<file path="src/rtl/cmb_pkg.sv">
package cmb_pkg;
   localparam int CMB_WORD_W     = 16;
   localparam int CMB_CELL_WORDS = 27;
   localparam int CMB_TAG_WORD   = 2;
   localparam int CMB_TAG_BIT    = 6;

   typedef enum logic {
      MB_EMPTY = 1'b0,
      MB_FULL  = 1'b1
   } mb_state_t;
endpackage

</file>
<file path="src/rtl/cmb_store.sv">
module cmb_store #(
   parameter int WORD_W     = cmb_pkg::CMB_WORD_W,
   parameter int CELL_WORDS = cmb_pkg::CMB_CELL_WORDS,
   parameter int TAG_WORD   = cmb_pkg::CMB_TAG_WORD,
   parameter int TAG_BIT    = cmb_pkg::CMB_TAG_BIT,
   localparam int CELL_BITS = WORD_W * CELL_WORDS,
   localparam int PTR_W     = $clog2(CELL_WORDS)
) (
   input  logic                 clk,
   input  logic                 rst_n,
   input  logic                 wr_en,
   input  logic                 upstream,
   input  logic [CELL_BITS-1:0] cell_in,
   input  logic [PTR_W-1:0]     rd_idx,
   output logic [WORD_W-1:0]    word_out
);
   logic [WORD_W-1:0] mem [CELL_WORDS];

   if (TAG_WORD >= CELL_WORDS) begin : g_bad_tag_word
      $error("TAG_WORD outside cell");
   end
   if (TAG_BIT >= WORD_W) begin : g_bad_tag_bit
      $error("TAG_BIT outside word");
   end

   for (genvar i = 0; i < CELL_WORDS; i++) begin : g_word
      logic [WORD_W-1:0] wr_word;
      if (i == TAG_WORD) begin : g_tagged
         always_comb begin
            wr_word          = cell_in[i*WORD_W +: WORD_W];
            wr_word[TAG_BIT] = upstream;
         end
      end else begin : g_plain
         assign wr_word = cell_in[i*WORD_W +: WORD_W];
      end

      always_ff @(posedge clk) begin
         if (!rst_n)
            mem[i] <= '0;
         else if (wr_en)
            mem[i] <= wr_word;
      end
   end

   assign word_out = mem[rd_idx];


   tag_bit_chk: assert property (@(posedge clk) disable iff (!rst_n)
      wr_en |=> mem[TAG_WORD][TAG_BIT] == $past(upstream));
endmodule

</file>
<file path="src/rtl/cmb_ctrl.sv">
module cmb_ctrl #(
   parameter int CELL_WORDS = cmb_pkg::CMB_CELL_WORDS,
   localparam int PTR_W     = $clog2(CELL_WORDS)
) (
   input  logic             clk,
   input  logic             rst_n,
   input  logic             cap_valid,
   input  logic             rd_en,
   output logic             wr_en,
   output logic             full,
   output logic             ovf,
   output logic [PTR_W-1:0] ptr
);
   import cmb_pkg::*;

   localparam logic [PTR_W-1:0] LAST = PTR_W'(CELL_WORDS - 1);

   if (CELL_WORDS < 2) begin : g_bad_cell
      $error("CELL_WORDS must be at least 2");
   end

   mb_state_t        state_q;
   logic [PTR_W-1:0] ptr_q;
   logic             ovf_q;
   logic             rd_hit;
   logic             last_rd;

   assign full    = (state_q == MB_FULL);
   assign rd_hit  = full && rd_en;
   assign last_rd = rd_hit && (ptr_q == LAST);
   assign wr_en   = cap_valid && !full;

   always_ff @(posedge clk) begin
      if (!rst_n) begin
         state_q <= MB_EMPTY;
         ptr_q   <= '0;
         ovf_q   <= 1'b0;
      end else begin
         if (wr_en)
            state_q <= MB_FULL;
         else if (last_rd)
            state_q <= MB_EMPTY;
         if (rd_hit)
            ptr_q <= last_rd ? '0 : ptr_q + 1'b1;
         if (cap_valid && full)
            ovf_q <= 1'b1;
      end
   end

   assign ptr = ptr_q;
   assign ovf = ovf_q;


   accept_chk: assert property (@(posedge clk) disable iff (!rst_n)
      (cap_valid && !full) |=> full);

   irq_clear_chk: assert property (@(posedge clk) disable iff (!rst_n)
      (rd_en && full && ptr_q == LAST) |=> (!full && ptr_q == '0));

   ptr_step_chk: assert property (@(posedge clk) disable iff (!rst_n)
      (rd_en && full && ptr_q != LAST) |=> (full && ptr_q == $past(ptr_q) + 1'b1));

   ptr_hold_chk: assert property (@(posedge clk) disable iff (!rst_n)
      (rd_en && !full) |=> $stable(ptr_q));

   drop_chk: assert property (@(posedge clk) disable iff (!rst_n)
      (cap_valid && full) |=> ovf_q);

   ovf_sticky_chk: assert property (@(posedge clk) disable iff (!rst_n)
      ovf_q |=> ovf_q);
endmodule

</file>
<file path="src/rtl/cell_rx_mailbox.sv">
module cell_rx_mailbox #(
   parameter int WORD_W     = cmb_pkg::CMB_WORD_W,
   parameter int CELL_WORDS = cmb_pkg::CMB_CELL_WORDS,
   parameter int TAG_WORD   = cmb_pkg::CMB_TAG_WORD,
   parameter int TAG_BIT    = cmb_pkg::CMB_TAG_BIT,
   localparam int CELL_BITS = WORD_W * CELL_WORDS
) (
   input  logic                 clk,
   input  logic                 rst_n,
   input  logic                 cap_valid,
   input  logic                 cap_upstream,
   input  logic [CELL_BITS-1:0] cap_cell,
   input  logic                 rd_en,
   output logic [WORD_W-1:0]    rd_data,
   output logic                 irq_cell,
   output logic                 ovf_sticky
);
   localparam int PTR_W = $clog2(CELL_WORDS);

   logic             wr_en;
   logic             full;
   logic             ovf;
   logic [PTR_W-1:0] ptr;
   logic [WORD_W-1:0] word;
   logic [WORD_W-1:0] rd_q;

   cmb_ctrl #(
      .CELL_WORDS (CELL_WORDS)
   ) u_ctrl (
      .clk       (clk),
      .rst_n     (rst_n),
      .cap_valid (cap_valid),
      .rd_en     (rd_en),
      .wr_en     (wr_en),
      .full      (full),
      .ovf       (ovf),
      .ptr       (ptr)
   );

   cmb_store #(
      .WORD_W     (WORD_W),
      .CELL_WORDS (CELL_WORDS),
      .TAG_WORD   (TAG_WORD),
      .TAG_BIT    (TAG_BIT)
   ) u_store (
      .clk      (clk),
      .rst_n    (rst_n),
      .wr_en    (wr_en),
      .upstream (cap_upstream),
      .cell_in  (cap_cell),
      .rd_idx   (ptr),
      .word_out (word)
   );

   always_ff @(posedge clk) begin
      if (!rst_n)
         rd_q <= '0;
      else if (rd_en)
         rd_q <= full ? word : '0;
   end

   assign rd_data    = rd_q;
   assign irq_cell   = full;
   assign ovf_sticky = ovf;


   empty_read_zero_chk: assert property (@(posedge clk) disable iff (!rst_n)
      (rd_en && !irq_cell) |=> rd_data == '0);
endmodule

</file>
<file path="config.mk">
export PLATFORM = sky130hd
export DESIGN_NAME = cell_rx_mailbox
export DESIGN_NICKNAME = d
export VERILOG_FILES = /design/src/rtl/cmb_pkg.sv /design/src/rtl/cmb_store.sv /design/src/rtl/cmb_ctrl.sv /design/src/rtl/cell_rx_mailbox.sv
export SDC_FILE = /design/constraint.sdc
export NUM_CORES = 1
export LEC_CHECK = 0
export CAP_MARGIN = 10
export CORE_AREA = 2 2 197 199
export DETAILED_ROUTE_END_ITERATION = 6
export DIE_AREA = 0 0 199 201
export PLACE_DENSITY = 0.85
export REMOVE_ABC_BUFFERS = 1
export SLEW_MARGIN = 20
export SYNTH_ARGS = -nofsm -noshare
export SYNTH_HDL_FRONTEND = slang
export SYNTH_SLANG_ARGS = --single-unit
</file>
<file path="constraint.sdc">
create_clock -name clk -period 86.3 [get_ports clk]
set_input_delay 12.945 -clock clk [delete_from_list [all_inputs] [get_ports clk]]
set_output_delay 12.945 -clock clk [all_outputs]
set_load 0.005 [all_outputs]
</file>
==> impl_metrics.yaml <==
routing:
  drt_iter0_markers: 866
  drt-total-wl_um: 48600
  drc: 0
  vias: 12500
  wl_per_cell_um: 21.1
  antenna_left: 0
  avgViaCountPerCell: 5.41
  dr.pass1.iters: 5
floorplanning:
  die_w_um: 199
  num_rows: 72
  core-area_um2: 38100
  chipHeight_um: 201
  ioPinCount: 455
  die_area_um2: 40000
  start_util: 0.541
sta:
  setup_ws_ns: 70.60
  rsz0062_at_grt: "no"
  final.setup.tns_ns: 0
  slew_headroom: 0.260
  period_share: 0.182
  setup_viol: 0
  skew_ns: 0.00840
  hold_viol: 0
  fin_crit_ns: 15.70
  fmax_mhz: 63.7
  tightest_slew_ns: 1.11
  holdWs_ns: 0.510
  drv_slew: 0
placement:
  gp_congestion: 0.805
  post-dp-hpwl_um: 31600
  dpl_worst_slack_ns: 69.55
  portBuffers: 453
yosys:
  synth_mux_area_frac: 0.138
  yosys.area_share.simple: 0.152
  synthesis.instances: 1318
  synth-adder-area-share: 0.00121
  synth-compound-area-share: 0.0297
  synth_top_family_by_area: "simple AND/OR/NAND/NOR gates"
  synthFlopType: "edfxtp_1"
  synth_edf_count: 432
  synth_seq_area_share: 0.656
  synth_xor_area_frac: 0.00127
  synthesis.area_um2: 20600
  yosys_warnings: 0
  yosysUniqueCellTypes: 36
  synth_area_per_cell_um2: 15.7
  ys_ff_latch: 460
  synthArstFlopShare: 0
global_route:
  gr-usage-all-layers: 0.242
  grt_start_max_net_pins: 202
  grt.overflow.total: 0
  antenna_found_initial: 11
  grt_pass1_vias: 13200
  grt_first_pass_wirelength_um: 72900
setup_path:
  path_max_fanout: 136
  crit_required_ns: 86.72
  critPathArrivalTime_ns: 16.13
  start_kind: "input pin"
  path_class: "in -> reg"
  cp-end-kind: "flop"
cts:
  cts-hold-fix-buffers: 0
  clk_latency_ns: 0.56
  cts_tree: "done"
  cts.path.max_buffers: 3
  htreeDepth: 2
  clk_pin_slew_worst_paths_ns: 0.06
  cts_setup_buffers: 0
  cts.repair.resized: 0
  cts_sinks: 460
  root_buffer: "clkbuf_16"
  numCtsBuffers: 48
power_and_ir_drop:
  p_leak_uw: 0.0101
  p_clk_frac: 0.409
  cellPowerDensity_nw_per_um2: 19.5
  p_int_uw: 425
  switching_share: 0.200
  seqPwrFrac: 0.502
  power.switching_uw: 106
  p_comb_frac: 0.089
  vdd_drop_max_mv: 0.0149
final_layout:
  mostFrequentLayoutCell: "clkdlybuf4s50_1"
  layout.nets: 2180
  fillers: 2363
  syn_to_final_growth_pct: 32.0
  drive_above_1_share: 0.117
  layout_common_cells: "clkdlybuf4s50_1 (453), and2_1 (433), edfxtp_1 (432), mux4_2 (77), clkbuf_16 (49)"
run_status:
  status: "finished clean"
flow_run:
  cap_violations: 0
hold_path:
  hp-class: "reg -> reg"
[final cells by class]
| class | count | area, um^2 | share of cell area |
|---|---|---|---|
| clock buffer | 55 | 1250 | 0.0459 |
| inverter | 2 | 7.51 | 0.000276 |
| sequential | 460 | 13500 | 0.498 |
| clock inverter | 32 | 408 | 0.0150 |
| timing repair buffer | 467 | 4680 | 0.172 |
| multi-input combinational | 762 | 6670 | 0.245 |
| antenna | 10 | 25.0 | 0.000919 |
| tap | 518 | 648 | 0.0238 |
[critical path, stage by stage]
cell and delay [ns]:
clkdlybuf4s50_1 0.67, nor3b_4 0.66, buf_4 0.62, buf_4 0.82, and2_1 0.28
[sequential cells by signal, indices dropped and copies added (netlist names), named ones only]
register,cells
rd_data,16
u_ctrl.full,1
u_ctrl.ovf,1
u_ctrl.ptr,5
u_store.mem,432
[through the flow]
stage          std cells  utilization  total power, uW  instance area [um^2]
2_1_floorplan       1224            -              307                 20200
3_3_place_gp        2208        0.670              316                 25500
3_5_place_dp        2208        0.670              319                 25500
4_1_cts             2295        0.713              535                 27200
5_1_grt             2305        0.714              547                 27200
6_report            2306        0.715              531                 27200
[per-layer routing]
metal,track usage,vias to the layer above,wire length (um)
li1,-,5755,-
met1,0.289,6123,18200
met2,0.417,490,24800
met3,0.0617,102,4040
met4,0.104,2,1630
met5,0,-,13
[final timing paths]
path	startpoint	to	slack, ns	cells past startpoint
min reg2reg	u_ctrl.ovf$_SDFFE_PN0P_	u_ctrl.ovf$_SDFFE_PN0P_	0.51	2
max	rst_n	u_store.mem[14][5]$_SDFFCE_PN0P_	70.60	5
max reg2reg	flop	rd_data[13]$_SDFFE_PN0P_	82.75	5
min	u_ctrl.ovf$_SDFFE_PN0P_	u_ctrl.ovf$_SDFFE_PN0P_	0.51	2
[power groups by stage]
| stage | logic (uW) | clock network, uW | registers, uW |
|---|---|---|---|
| 3_3_place_gp | 46.1 | 0 | 270 |
| 2_1_floorplan | 21.4 | 0 | 285 |
| 3_5_place_dp | 47.2 | 0 | 271 |
| 5_1_grt | 51.0 | 228 | 268 |
| 4_1_cts | 47.7 | 220 | 267 |
| 6_report | 47.4 | 217 | 267 |
[cells in the mapped netlist (11+ instances only)]
| cell type | number | area, um^2 |
|---|---|---|
| nand2_1 | 38 | 143 |
| nand2b_1 | 17 | 106 |
| a221o_1 | 11 | 110 |
| mux2i_1 | 32 | 320 |
| buf_2 | 26 | 130 |
| o211ai_1 | 16 | 120 |
| o2111ai_1 | 16 | 140 |
| clkbuf_1 | 59 | 221 |
| o211a_1 | 11 | 110 |
| mux2_2 | 37 | 417 |
| mux4_2 | 77 | 1730 |
| and2_1 | 433 | 2710 |
| nor2_1 | 21 | 78.8 |
| mux4_1 | 14 | 368 |
| dfxtp_1 | 28 | 561 |
| edfxtp_1 | 432 | 13000 |
[cells by family (layout without fill, tap and decap cells)]
group,count (synthesis),count (layout)
and+or+nand+nor,524,524
DFF,460,460
xor gates and xnor gates,3,3
other,0,10
buffers and inverters,96,556
adders and majority gates,2,2
AOI/OAI and AO/OA,73,73
muxes,160,160
(Power assumes the default switching activity.)
